[config.mk]
export PLATFORM = sky130hd
export DESIGN_NAME = burst_col_gen
export DESIGN_NICKNAME = d
export VERILOG_FILES = /design/src/rtl/burst_pkg.sv /design/src/rtl/burst_len_decode.sv /design/src/rtl/burst_col_calc.sv /design/src/rtl/burst_beat_ctl.sv /design/src/rtl/burst_col_gen.sv
export SDC_FILE = /design/constraint.sdc
export NUM_CORES = 1
export LEC_CHECK = 0
export ABC_CLOCK_PERIOD_IN_PS = 2580
export BUFFER_PORTS_ARGS = -buffer_cell sky130_fd_sc_hd__buf_2
export CELL_PAD_IN_SITES_DETAIL_PLACEMENT = 1
export CELL_PAD_IN_SITES_GLOBAL_PLACEMENT = 2
export CORE_MARGIN = 2
export CORE_UTILIZATION = 25
export CTS_CLUSTER_SIZE = 14
export DETAILED_ROUTE_END_ITERATION = 12
export PLACE_DENSITY_LB_ADDON = 0.12
export SYNTH_ARGS = -nofsm -noshare
export SYNTH_HDL_FRONTEND = slang
export SYNTH_SLANG_ARGS = --single-unit
export TNS_END_PERCENT = 30
[constraint.sdc]
create_clock -name clk -period 2.58 [get_ports clk]
set_input_delay 0.387 -clock clk [delete_from_list [all_inputs] [get_ports clk]]
set_output_delay 0.387 -clock clk [all_outputs]
set_load 0.05 [all_outputs]
[src/rtl/burst_pkg.sv]
package burst_pkg;

  localparam int unsigned LEN_CODE_W = 3;
  localparam int unsigned LOG_LEN_W  = 4;

  typedef enum logic [LEN_CODE_W-1:0] {
    LEN_1    = 3'd0,
    LEN_2    = 3'd1,
    LEN_4    = 3'd2,
    LEN_8    = 3'd3,
    LEN_RSV4 = 3'd4,
    LEN_RSV5 = 3'd5,
    LEN_RSV6 = 3'd6,
    LEN_PAGE = 3'd7
  } len_code_e;

  typedef enum logic {
    ORD_LINEAR = 1'b0,
    ORD_XOR    = 1'b1
  } order_e;

  // log2 of the beat count for the fixed lengths, 0 for anything else
  function automatic logic [LOG_LEN_W-1:0] log_len(input len_code_e code);
    case (code)
      LEN_2:   log_len = LOG_LEN_W'(1);
      LEN_4:   log_len = LOG_LEN_W'(2);
      LEN_8:   log_len = LOG_LEN_W'(3);
      default: log_len = '0;
    endcase
  endfunction

  // a code is accepted for the given order
  function automatic logic code_accepted(input len_code_e code, input order_e ord);
    case (code)
      LEN_1, LEN_2, LEN_4, LEN_8: code_accepted = 1'b1;
      LEN_PAGE:                   code_accepted = (ord == ORD_LINEAR);
      default:                    code_accepted = 1'b0;
    endcase
  endfunction

endpackage

[src/rtl/burst_len_decode.sv]
module burst_len_decode #(
  parameter int unsigned COL_W = 8
) (
  input  logic [burst_pkg::LEN_CODE_W-1:0] code_i,
  input  logic                             order_i,
  output logic [COL_W-1:0]                 mask_o,
  output logic                             page_o,
  output logic                             ok_o
);
  import burst_pkg::*;

  len_code_e             code;
  order_e                ord;
  logic [LOG_LEN_W-1:0]  lg;

  assign code   = len_code_e'(code_i);
  assign ord    = order_e'(order_i);
  assign lg     = log_len(code);
  assign page_o = (code == LEN_PAGE);
  assign ok_o   = code_accepted(code, ord);

  // one mask bit per column bit: set below the group boundary
  for (genvar i = 0; i < COL_W; i++) begin : g_mask
    assign mask_o[i] = page_o | (lg > LOG_LEN_W'(i));
  end

endmodule

[src/rtl/burst_col_calc.sv]
module burst_col_calc #(
  parameter int unsigned COL_W = 8
) (
  input  logic [COL_W-1:0] start_i,
  input  logic [COL_W-1:0] beat_i,
  input  logic [COL_W-1:0] mask_i,
  input  logic             order_i,
  output logic [COL_W-1:0] col_o
);

  // offset inside the aligned group for beat n
  function automatic logic [COL_W-1:0] group_offset(
    input logic [COL_W-1:0] start,
    input logic [COL_W-1:0] n,
    input logic [COL_W-1:0] mask,
    input logic             use_xor
  );
    logic [COL_W-1:0] first;
    first = start & mask;
    if (use_xor) group_offset = (first ^ n) & mask;
    else         group_offset = (first + n) & mask;
  endfunction

  assign col_o = (start_i & ~mask_i) | group_offset(start_i, beat_i, mask_i, order_i);

endmodule

[src/rtl/burst_beat_ctl.sv]
module burst_beat_ctl #(
  parameter int unsigned COL_W = 8
) (
  input  logic             clk,
  input  logic             rst_n,
  input  logic             start_i,
  input  logic             code_ok_i,
  input  logic             page_i,
  input  logic [COL_W-1:0] mask_i,
  input  logic             order_i,
  input  logic [COL_W-1:0] start_col_i,
  input  logic             term_i,
  output logic             active_o,
  output logic [COL_W-1:0] beat_o,
  output logic [COL_W-1:0] base_o,
  output logic [COL_W-1:0] mask_o,
  output logic             order_o,
  output logic             page_o,
  output logic             last_o,
  output logic             err_o,
  output logic             term_take_o
);

  logic term_seen;

  assign last_o      = active_o & (page_o ? term_seen : (beat_o == mask_o));
  assign term_take_o = term_i & active_o & page_o & ~term_seen & ~start_i;

  always_ff @(posedge clk or negedge rst_n) begin
    if (!rst_n) begin
      active_o  <= 1'b0;
      beat_o    <= '0;
      base_o    <= '0;
      mask_o    <= '0;
      order_o   <= 1'b0;
      page_o    <= 1'b0;
      term_seen <= 1'b0;
      err_o     <= 1'b0;
    end else begin
      err_o <= start_i & ~code_ok_i;
      if (start_i) begin
        active_o  <= code_ok_i;
        beat_o    <= '0;
        base_o    <= start_col_i;
        mask_o    <= mask_i;
        order_o   <= order_i;
        page_o    <= page_i;
        term_seen <= 1'b0;
      end else if (active_o) begin
        if (last_o) begin
          active_o  <= 1'b0;
          term_seen <= 1'b0;
        end else begin
          beat_o <= beat_o + 1'b1;
          if (term_take_o) term_seen <= 1'b1;
        end
      end
    end
  end

endmodule

[src/rtl/burst_col_gen.sv]
module burst_col_gen #(
  parameter int unsigned COL_W = 8
) (
  input  logic                             clk,
  input  logic                             rst_n,
  input  logic                             start_i,
  input  logic [COL_W-1:0]                 start_col_i,
  input  logic [burst_pkg::LEN_CODE_W-1:0] len_code_i,
  input  logic                             order_i,
  input  logic                             term_i,
  output logic [COL_W-1:0]                 col_o,
  output logic                             valid_o,
  output logic                             last_o,
  output logic                             err_o
);

  logic [COL_W-1:0] dec_mask;
  logic             dec_page;
  logic             start_ok;
  logic             running;
  logic [COL_W-1:0] beat_idx;
  logic [COL_W-1:0] base_col;
  logic [COL_W-1:0] blk_mask;
  logic             run_order;
  logic             full_burst;
  logic             term_take;

  burst_len_decode #(.COL_W(COL_W)) u_dec (
    .code_i  (len_code_i),
    .order_i (order_i),
    .mask_o  (dec_mask),
    .page_o  (dec_page),
    .ok_o    (start_ok)
  );

  burst_beat_ctl #(.COL_W(COL_W)) u_ctl (
    .clk         (clk),
    .rst_n       (rst_n),
    .start_i     (start_i),
    .code_ok_i   (start_ok),
    .page_i      (dec_page),
    .mask_i      (dec_mask),
    .order_i     (order_i),
    .start_col_i (start_col_i),
    .term_i      (term_i),
    .active_o    (running),
    .beat_o      (beat_idx),
    .base_o      (base_col),
    .mask_o      (blk_mask),
    .order_o     (run_order),
    .page_o      (full_burst),
    .last_o      (last_o),
    .err_o       (err_o),
    .term_take_o (term_take)
  );

  burst_col_calc #(.COL_W(COL_W)) u_calc (
    .start_i (base_col),
    .beat_i  (beat_idx),
    .mask_i  (blk_mask),
    .order_i (run_order),
    .col_o   (col_o)
  );

  assign valid_o = running;

endmodule

# Word level (Yosys, flattened, before mapping)
# Index checks and enable logic that the tools add are counted.
[op_classes]
addsub = 2
multipliers = 0
n_div = 0
order_cmp = 8
n_eq_ne = 6
shift = 0
mux = 14
bitwise_logic = 25
reduce_logical = 6
[op_table]
columns = ["cell", "count"]
rows = [
  ["$and 8x8->8", 4],
  ["$mux 8", 4],
  ["$gt 2x3->1 const B", 4],
  ["$add 8x1->8 const B", 1],
  ["$add 8x8->8", 1],
  ["$eq 8x8->1", 1],
  ["$mux 1", 8],
  ["$not 8->8", 1],
  ["$or 1x1->1", 8],
  ["$or 8x8->8", 1],
  ["$xor 8x8->8", 1],
  ["$and 1x1->1", 6],
  ["$eq 3x2->1 const B", 2],
  ["$pmux 2 s3", 1],
  ["$gt 2x1->1 const B", 2],
  ["$gt 2x2->1 const B", 2],
  ["$not 1->1", 4],
  ["$reduce_and 2->1", 2],
  ["$reduce_or 4->1", 1],
  ["$eq 3x1->1 const B", 1],
  ["$eq 3x3->1 const B", 1],
  ["$logic_not 3->1", 1],
  ["$reduce_bool 3->1", 1],
  ["$ne 2x2->1 const B", 1],
  ["other kinds (2)", 2],
]
[word_totals]
reg_bits = 29
latchBits = 0
ramBits = 0
rom_bits = 0
inputBits = 16
out_inout_bits = 11
wordCells = 69
n_memories = 0

# Longest topological paths before layout
# Gate-level depths: netlist of run 1.
[logic_depth]
ltp_word = 8
mapped_depth = 9
depth_no_buf = 9

# By module
# From an unflattened synthesis of run 1, not the netlist that was laid out.
[hier_totals]
hier_cells = 184
hier_area_um2 = 1870.5
[by_module_without_submodules]
columns = ["module", "n_inst", "cells_per_inst", "area_each_um2", "seq_area_each_um2"]
rows = [
  ["burst_beat_ctl", 1, 111, 1348.8, 725.7],
  ["burst_col_calc", 1, 61, 445.4, 0.0],
  ["burst_len_decode", 1, 12, 76.3, 0.0],
]

# Least setup slack after synthesis of run 1
# No wires, ideal clock.
[synth_path]
path_kind = "register -> output"
from = "register u_ctl.mask_o[3]"
to = "output col_o[5]"
arrival_ns = 2.604
required_ns = 2.193
slack_ns = -0.411
path_stages_with_launch = 10
n_path_buf = 2
path_cell_list = "dfrtp_1 buf_2 clkbuf_1 and2_1 ha_1 o21ai_0 o21ai_0 a21oi_1 or3_1 a31oi_1"
[synth_via]
elab_chain_cells = 5
[synth_rtl]
columns = ["item", "line_no", "source"]
rows = [
  ["start, declared", "burst_beat_ctl.sv:16", "output logic [COL_W-1:0] mask_o,"],
  ["start signal, assigned", "burst_beat_ctl.sv:45", "mask_o <= mask_i;"],
  ["$and 8x8->8", "burst_col_calc.sv:19", "first = start & mask;"],
  ["$add 8x8->8", "burst_col_calc.sv:21", "else group_offset = (first + n) & mask;"],
  ["$and 8x8->8", "burst_col_calc.sv:21", ""],
  ["$mux 8", "burst_col_calc.sv:20", "if (use_xor) group_offset = (first ^ n) & mask;"],
  ["$or 8x8->8", "burst_col_calc.sv:24", "assign col_o = (start_i & ~mask_i) | group_offset(start_i, beat_i, mask_i, order_i);"],
  ["end, declared", "burst_col_gen.sv:11", "output logic [COL_W-1:0] col_o,"],
]
# No other way between the ends.

# Worst setup path after layout of run 1
[layout_path]
from = "register u_ctl.mask_o[0]"
to = "output col_o[6]"
# Same word-level chain as after synthesis.

==> impl_metrics.yaml, run 1 <==
outcome:
  status: "finished, violations left"
  failed_checks: "setup timing"
floorplanning:
  pin_count: 27
  core_um2: 6314
  die-height_um: 84.79
  rows: 29
  start_util: 0.2584
  die-area_um2: 7189
  die_x_um: 84.79
layout:
  num_antenna_cells: 0
  drive_gt1_frac: 0.4262
  final_nets: 263
  stdcell_count: 314
  area_growth_syn_to_layout_pct: 40.57
  final_core_util: 0.3633
sta:
  maxSlewHeadroom: 0.6124
  min_period_ns: 2.648
  fmax_ghz: 0.3777
  slew_viol_final: 0
  rsz0062_at_grt: "true"
  worst_pin_slew_ns: 0.5813
  setup_slack_ns: -0.06759
  setup_violations: 2
  min_period_over_period: 1.026
  hold_viol: 0
  final.hold.worst_slack_ns: 0.09494
  finClkSkew_ns: 0.004470
worst_setup_path:
  cp-end-kind: "output port"
  setup.worst_path.class: "reg -> out"
  crit_path_start_kind: "flip-flop"
  worst-path-max-fanout: 3
  required_ns: 2.19
  rrSetupSlack_ns: 0.50
  crit_arrival_ns: 2.26
routing:
  drt_wl_total_um: 4629
  first_pass_iters: 4
  wl_per_cell_um: 14.74
  drtAntennaViolNets: 0
  drt_iter0_drc: 23
  via_per_inst: 4.761
  drc: 0
  num_vias: 1495
synth:
  synth-xor-area-share: 0.05368
  synth_fp_nets: 206
  yosysTopAreaCell: "dfrtp_1"
  synthTopCellsByCount: "dfrtp_1, nor2_1, a21oi_1, o21ai_0"
  synth_ff_type: "dfrtp_1"
  synth-compound-area-share: 0.1641
  synth_area_um2: 1632
  synth-simple-area-share: 0.1917
  synth_cells: 181
  synth_top_area_share: 0.3681
  postSynthAreaPerCell_um2: 9.014
  async_reset_ff_frac: 1.000
  synthDistinctLibCells: 40
  synthMuxAreaShare: 0.09586
  synth_top_family_by_area: "simple AND/OR/NAND/NOR gates"
  ys_seq_area_frac: 0.3681
  ys_seq_elements: 24
  synthTopCellsByArea: "dfrtp_1, mux2_2, ha_1"
  ys.warnings.count: 0
  synthAdderAreaFrac: 0.07975
  synth_edf_count: 0
global_routing:
  grt_pass1_wl_um: 7900
  antenna_found_initial: 0
  grt_start_max_net_pins: 30
  first_global_vias: 1601
  grtUsageTotal: 0.1360
  grt.overflow.total: 0
power:
  leakage_nw: 1.028
  vdd.ir_drop.worst_mv: 0.3181
  pwr_density_cell_nw_per_um2: 606.7
placement:
  port_buffers: 26
  pre_cts_ws_ns: -0.09956
  dpl.cell_count: 299
  hpwlAfterDp_um: 3475
  gp_congestion: 0.8077
clock_tree:
  clock-sinks: 24
  htree_num_levels: 1
  clk_latency_ns: 0.27
  cts_root_buffer: "clkbuf_8"
  cts_made_buffers: 3
  cts_buffer_depth: 2
  cts_tree: "yes"
  cts_hold_buf: 0
  clk_pin_slew_worst_paths_ns: 0.09
run:
  maxCapViolCount: 0
min_path:
  min_path_type: "in -> async"
## what timing repair did
action                                  4_1_cts  5_1_grt
buffers inserted                              4        7
resized for setup                            23        7
endpoints found under the hold margin         0        0
endpoints found under the setup margin        4        8
pin swaps                                     5        7
## layer usage
metal	routed length, um	up-vias	global-route usage	part of all wire
met4	48	0	0.03030	0.010
li1	-	743	-	-
met2	2310	25	0.2405	0.50
met1	2147	722	0.1738	0.46
met5	0	-	0	0
met3	121	5	0.02262	0.026
## state kept, by name, summed over array words and instances (netlist names)
signal,flops
u_ctl.mask_o,4
u_ctl.order_o,1
u_ctl.err_o,1
u_ctl.active_o,1
u_ctl.base_o,8
u_ctl.beat_o,8
u_ctl.term_seen,1
## cells by family (layout without fill, tap and decap cells)
group	Yosys count	after routing
flip-flops	24	24
AO/OA/AOI/OAI	43	43
multiplexers	14	14
buffers and inverters	18	74
adder cells (fa/ha/maj)	10	10
AND/OR/NAND/NOR	62	62
XOR/XNOR	10	10
## layout make-up
type	count	area (um2)
clock buffers	3	41.29
inverters	11	41.29
clock inverters	1	30.03
multi-input cells	139	1067
fillers	762	4020
flip-flops and latches	24	601.8
well taps	77	96.34
repair buffers	59	415.4
## through the flow
step	setup TNS (ns)	total power [mW]	cell area [um2]
final	-0.1135	1.392	2293
after CTS	-0.2360	1.390	2193
after floorplan	-0.3015	0.8088	1645
after global placement	-0.08916	0.9821	2002
after detailed placement	-0.09956	0.9911	2002
after global routing	-0.6815	1.487	2293
## placed cells by master, fill, tap and decap left out, types with 3 or more instances in the layout
cell,Yosys,layout
and2_1,6,4
a31o_2,3,3
xnor2_1,7,6
or3_1,3,3
nand2b_1,4,4
a21oi_1,13,13
mux2_2,12,12
clkbuf_8,0,3
buf_4,0,33
nand2_1,12,12
nor2_1,24,24
dfrtp_1,24,23
nand3_1,3,3
o21ai_0,13,9
o21ai_2,0,3
inv_1,11,10
ha_4,0,5
ha_1,8,3
buf_2,1,22
xor2_1,3,3
## worst max-delay path, stage by stage, from the launching register on
cell and delay, ns:
dfrtp_1 0.39, and2_4 0.16, ha_4 0.17, inv_2 0.05
fa_2 0.20, nor2b_2 0.05, o21ai_2 0.16, a211oi_2 0.09
or3_1 0.35, a31o_2 0.22, buf_8 0.15
## worst paths after layout
kind	startpoint	end	cells past startpoint
worst max-delay path	u_ctl.mask_o[0]$_DFFE_PN0P_	col_o[6]	10
worst min-delay path	rst_n	u_ctl.base_o[4]$_DFFE_PN0P_	1
worst max register to register	u_ctl.beat_o[3]$_DFFE_PN0P_	u_ctl.beat_o[4]$_DFFE_PN0P_	6
worst min register to register	u_ctl.base_o[4]$_DFFE_PN0P_	u_ctl.base_o[4]$_DFFE_PN0P_	1
max in group asynchronous	rst_n	u_ctl.mask_o[3]$_DFFE_PN0P_	1
min in group clk	start_col_i[5]	u_ctl.base_o[5]$_DFFE_PN0P_	2
## power breakdown
part / internal (mW) / switching, mW / total [mW]
registers: 0.416 / 0.0319 / 0.447
logic: 0.248 / 0.359 / 0.607
clock network: 0.208 / 0.129 / 0.337
No activity file was read; power rests on OpenSTA's default activity.
==> inputs of run 2 (changes only) <==
Settings changed: CORE_UTILIZATION 25 to 34.
==> run 2 against run 1 <==
Net effect: the run still ends with setup timing left; clock power down 32%; global-route usage up 5.5 points; hold slack worse by 0.0026 ns; clock skew down 0.0012 ns; combinational power down 4.1%.
==> impl_metrics.yaml, run 2 (synthesis gave the netlist of run 1 again) <==
worst_setup_path:
  worst-path-buf-inv: 2
  path_cells: "and2_4 > ha_4 > inv_2 > fa_2 > nor2b_2 > o21ai_2 > a211oi_2 > or3_1 > a31o_2 > buf_8"
  required_ns: 2.19
  cp.depth: 10
  crit_path_start_kind: "flip-flop"
  setup.worst_path.class: "reg -> out"
  worst-path-max-fanout: 3
  ff2ff_path_depth: 6
  cp-end-kind: "output port"
  cp_top_family: "simple AND/OR/NAND/NOR gates"
  cpMaxStageDelayCell: "dfrtp_1"
  crit_arrival_ns: 2.27
  slowest_delay_ns: 0.39
placement:
  hpwlAfterDp_um: 3301
  dpl.cell_count: 273
  gp_congestion: 0.7955
  placed_cell_area_um2: 1951
  pre_cts_ws_ns: -0.1156
  port_buffers: 26
clock_tree:
  cts_hold_buf: 0
  cts_buffer_depth: 2
  cts_tree: "yes"
  clk_pin_slew_worst_paths_ns: 0.09
  cts_made_buffers: 3
  clock-sinks: 24
  clk_latency_ns: 0.27
  htree_num_levels: 1
  cts_root_buffer: "clkbuf_8"
global_routing:
  grt.overflow.total: 0
  grt_start_max_net_pins: 30
  antenna_found_initial: 0
  grtUsageTotal: 0.1915
  first_global_vias: 1653
  grt_pass1_wl_um: 7838
routing:
  drtAntennaViolNets: 0
  wl_per_cell_um: 16.02
  drt_wl_total_um: 4519
  num_vias: 1510
  via_per_inst: 5.355
  first_pass_iters: 4
  drc: 0
  drt_iter0_drc: 25
power:
  power_frac_seq: 0.360
  pwr-share-clk: 0.182
  p_sw_frac: 0.4045
  p_comb_frac: 0.459
  switchingPower_mw: 0.5129
  leakage_nw: 0.9685
  p_int_mw: 0.7550
  pwr_density_cell_nw_per_um2: 582.0
  vdd.ir_drop.worst_mv: 0.3000
layout:
  area_growth_syn_to_layout_pct: 33.51
  drive_gt1_frac: 0.4123
  stdcell_count: 282
  fill_cells: 538
  layout_commonest_cell: "buf_4"
  finish.instance_area_um2: 2178
  most-common-layout-cells: "buf_4, nor2_1, dfrtp_1"
  final_nets: 255
  reg_top3: "u_ctl.base_o x8, u_ctl.beat_o x8, u_ctl.mask_o x4"
  num_antenna_cells: 0
floorplanning:
  pin_count: 27
  die-area_um2: 5368
  start_util: 0.3501
  die-height_um: 73.27
  core_um2: 4661
  rows: 25
  die_x_um: 73.27
sta:
  setup-tns-final_ns: -0.1016
  maxSlewHeadroom: 0.6061
  min_period_ns: 2.657
  fmax_ghz: 0.3764
  slew_viol_final: 0
  min_period_over_period: 1.030
  finClkSkew_ns: 0.003259
  setup_slack_ns: -0.07676
  worst_pin_slew_ns: 0.5909
  hold_viol: 0
  setup_violations: 2
  rsz0062_at_grt: "true"
min_path:
  min_path_type: "in -> async"
outcome:
  failed_checks: "setup timing"
  status: "finished, violations left"
run:
  maxCapViolCount: 0
run 2: stage by stage:
stage	util	total power [mW]	hold WS, ns
final	0.4674	1.268	0.09237
after global routing	0.4674	1.354	0.1260
after CTS	0.4639	1.277	0.1117
after detailed placement	0.4185	0.9841	0.4180
after global placement	0.4185	0.9701	0.4111
after floorplan	-	0.8088	0.09141
run 2: power groups by stage:
stage                     sequential (mW)  clock [mW]  combinational (mW)
after floorplan                     0.480           0               0.329
after global routing                0.463       0.253               0.638
after detailed placement            0.457           0               0.527
after global placement              0.454           0               0.516
after CTS                           0.457       0.242               0.578
final                               0.456       0.230               0.582
run 2: metal layers:
layer | wire length [um] | global-route usage | up-vias
li1 | - | - | 726
met1 | 1964 | 0.2371 | 748
met2 | 2323 | 0.3363 | 27
met3 | 146 | 0.03018 | 9
met4 | 86 | 0.06584 | 0
met5 | 0 | 0 | -
run 2: what timing repair did:
action,4_1_cts,5_1_grt
hold endpoints to repair,0,0
resized for setup,31,3
setup buffers,5,1
pin swaps,9,5
setup endpoints to repair,4,5
run 2: area by class of cell:
cell class                      instances  area [um2]  share of cell area
Timing Repair Buffer                   51       345.3              0.1585
Tap cell                               54       67.56             0.03102
Multi-Input combinational cell        139        1081              0.4963
Sequential cell                        24       601.8              0.2763
Clock buffer                            3       41.29             0.01895
Inverter                               11       41.29             0.01895
run 2: worst paths after layout:
path,start,end,slack [ns]
setup / recovery,u_ctl.mask_o[0]$_DFFE_PN0P_,col_o[6],-0.08
hold / removal,rst_n,u_ctl.base_o[2]$_DFFE_PN0P_,0.09
setup reg to reg,u_ctl.beat_o[3]$_DFFE_PN0P_,u_ctl.beat_o[4]$_DFFE_PN0P_,0.42
hold reg to reg,u_ctl.base_o[5]$_DFFE_PN0P_,u_ctl.base_o[5]$_DFFE_PN0P_,0.55
max in group asynchronous,rst_n,u_ctl.mask_o[3]$_DFFE_PN0P_,2.08
min in group clk,start_col_i[2],u_ctl.base_o[2]$_DFFE_PN0P_,0.34
run 2: worst register-to-register path, cell delays in order (launching register included):
cell	delay, ns
dfrtp_1	0.43
buf_4	0.17
or4_4	0.51
nor3_4	0.25
a21oi_2	0.19
nand4_1	0.17
mux2_1	0.33
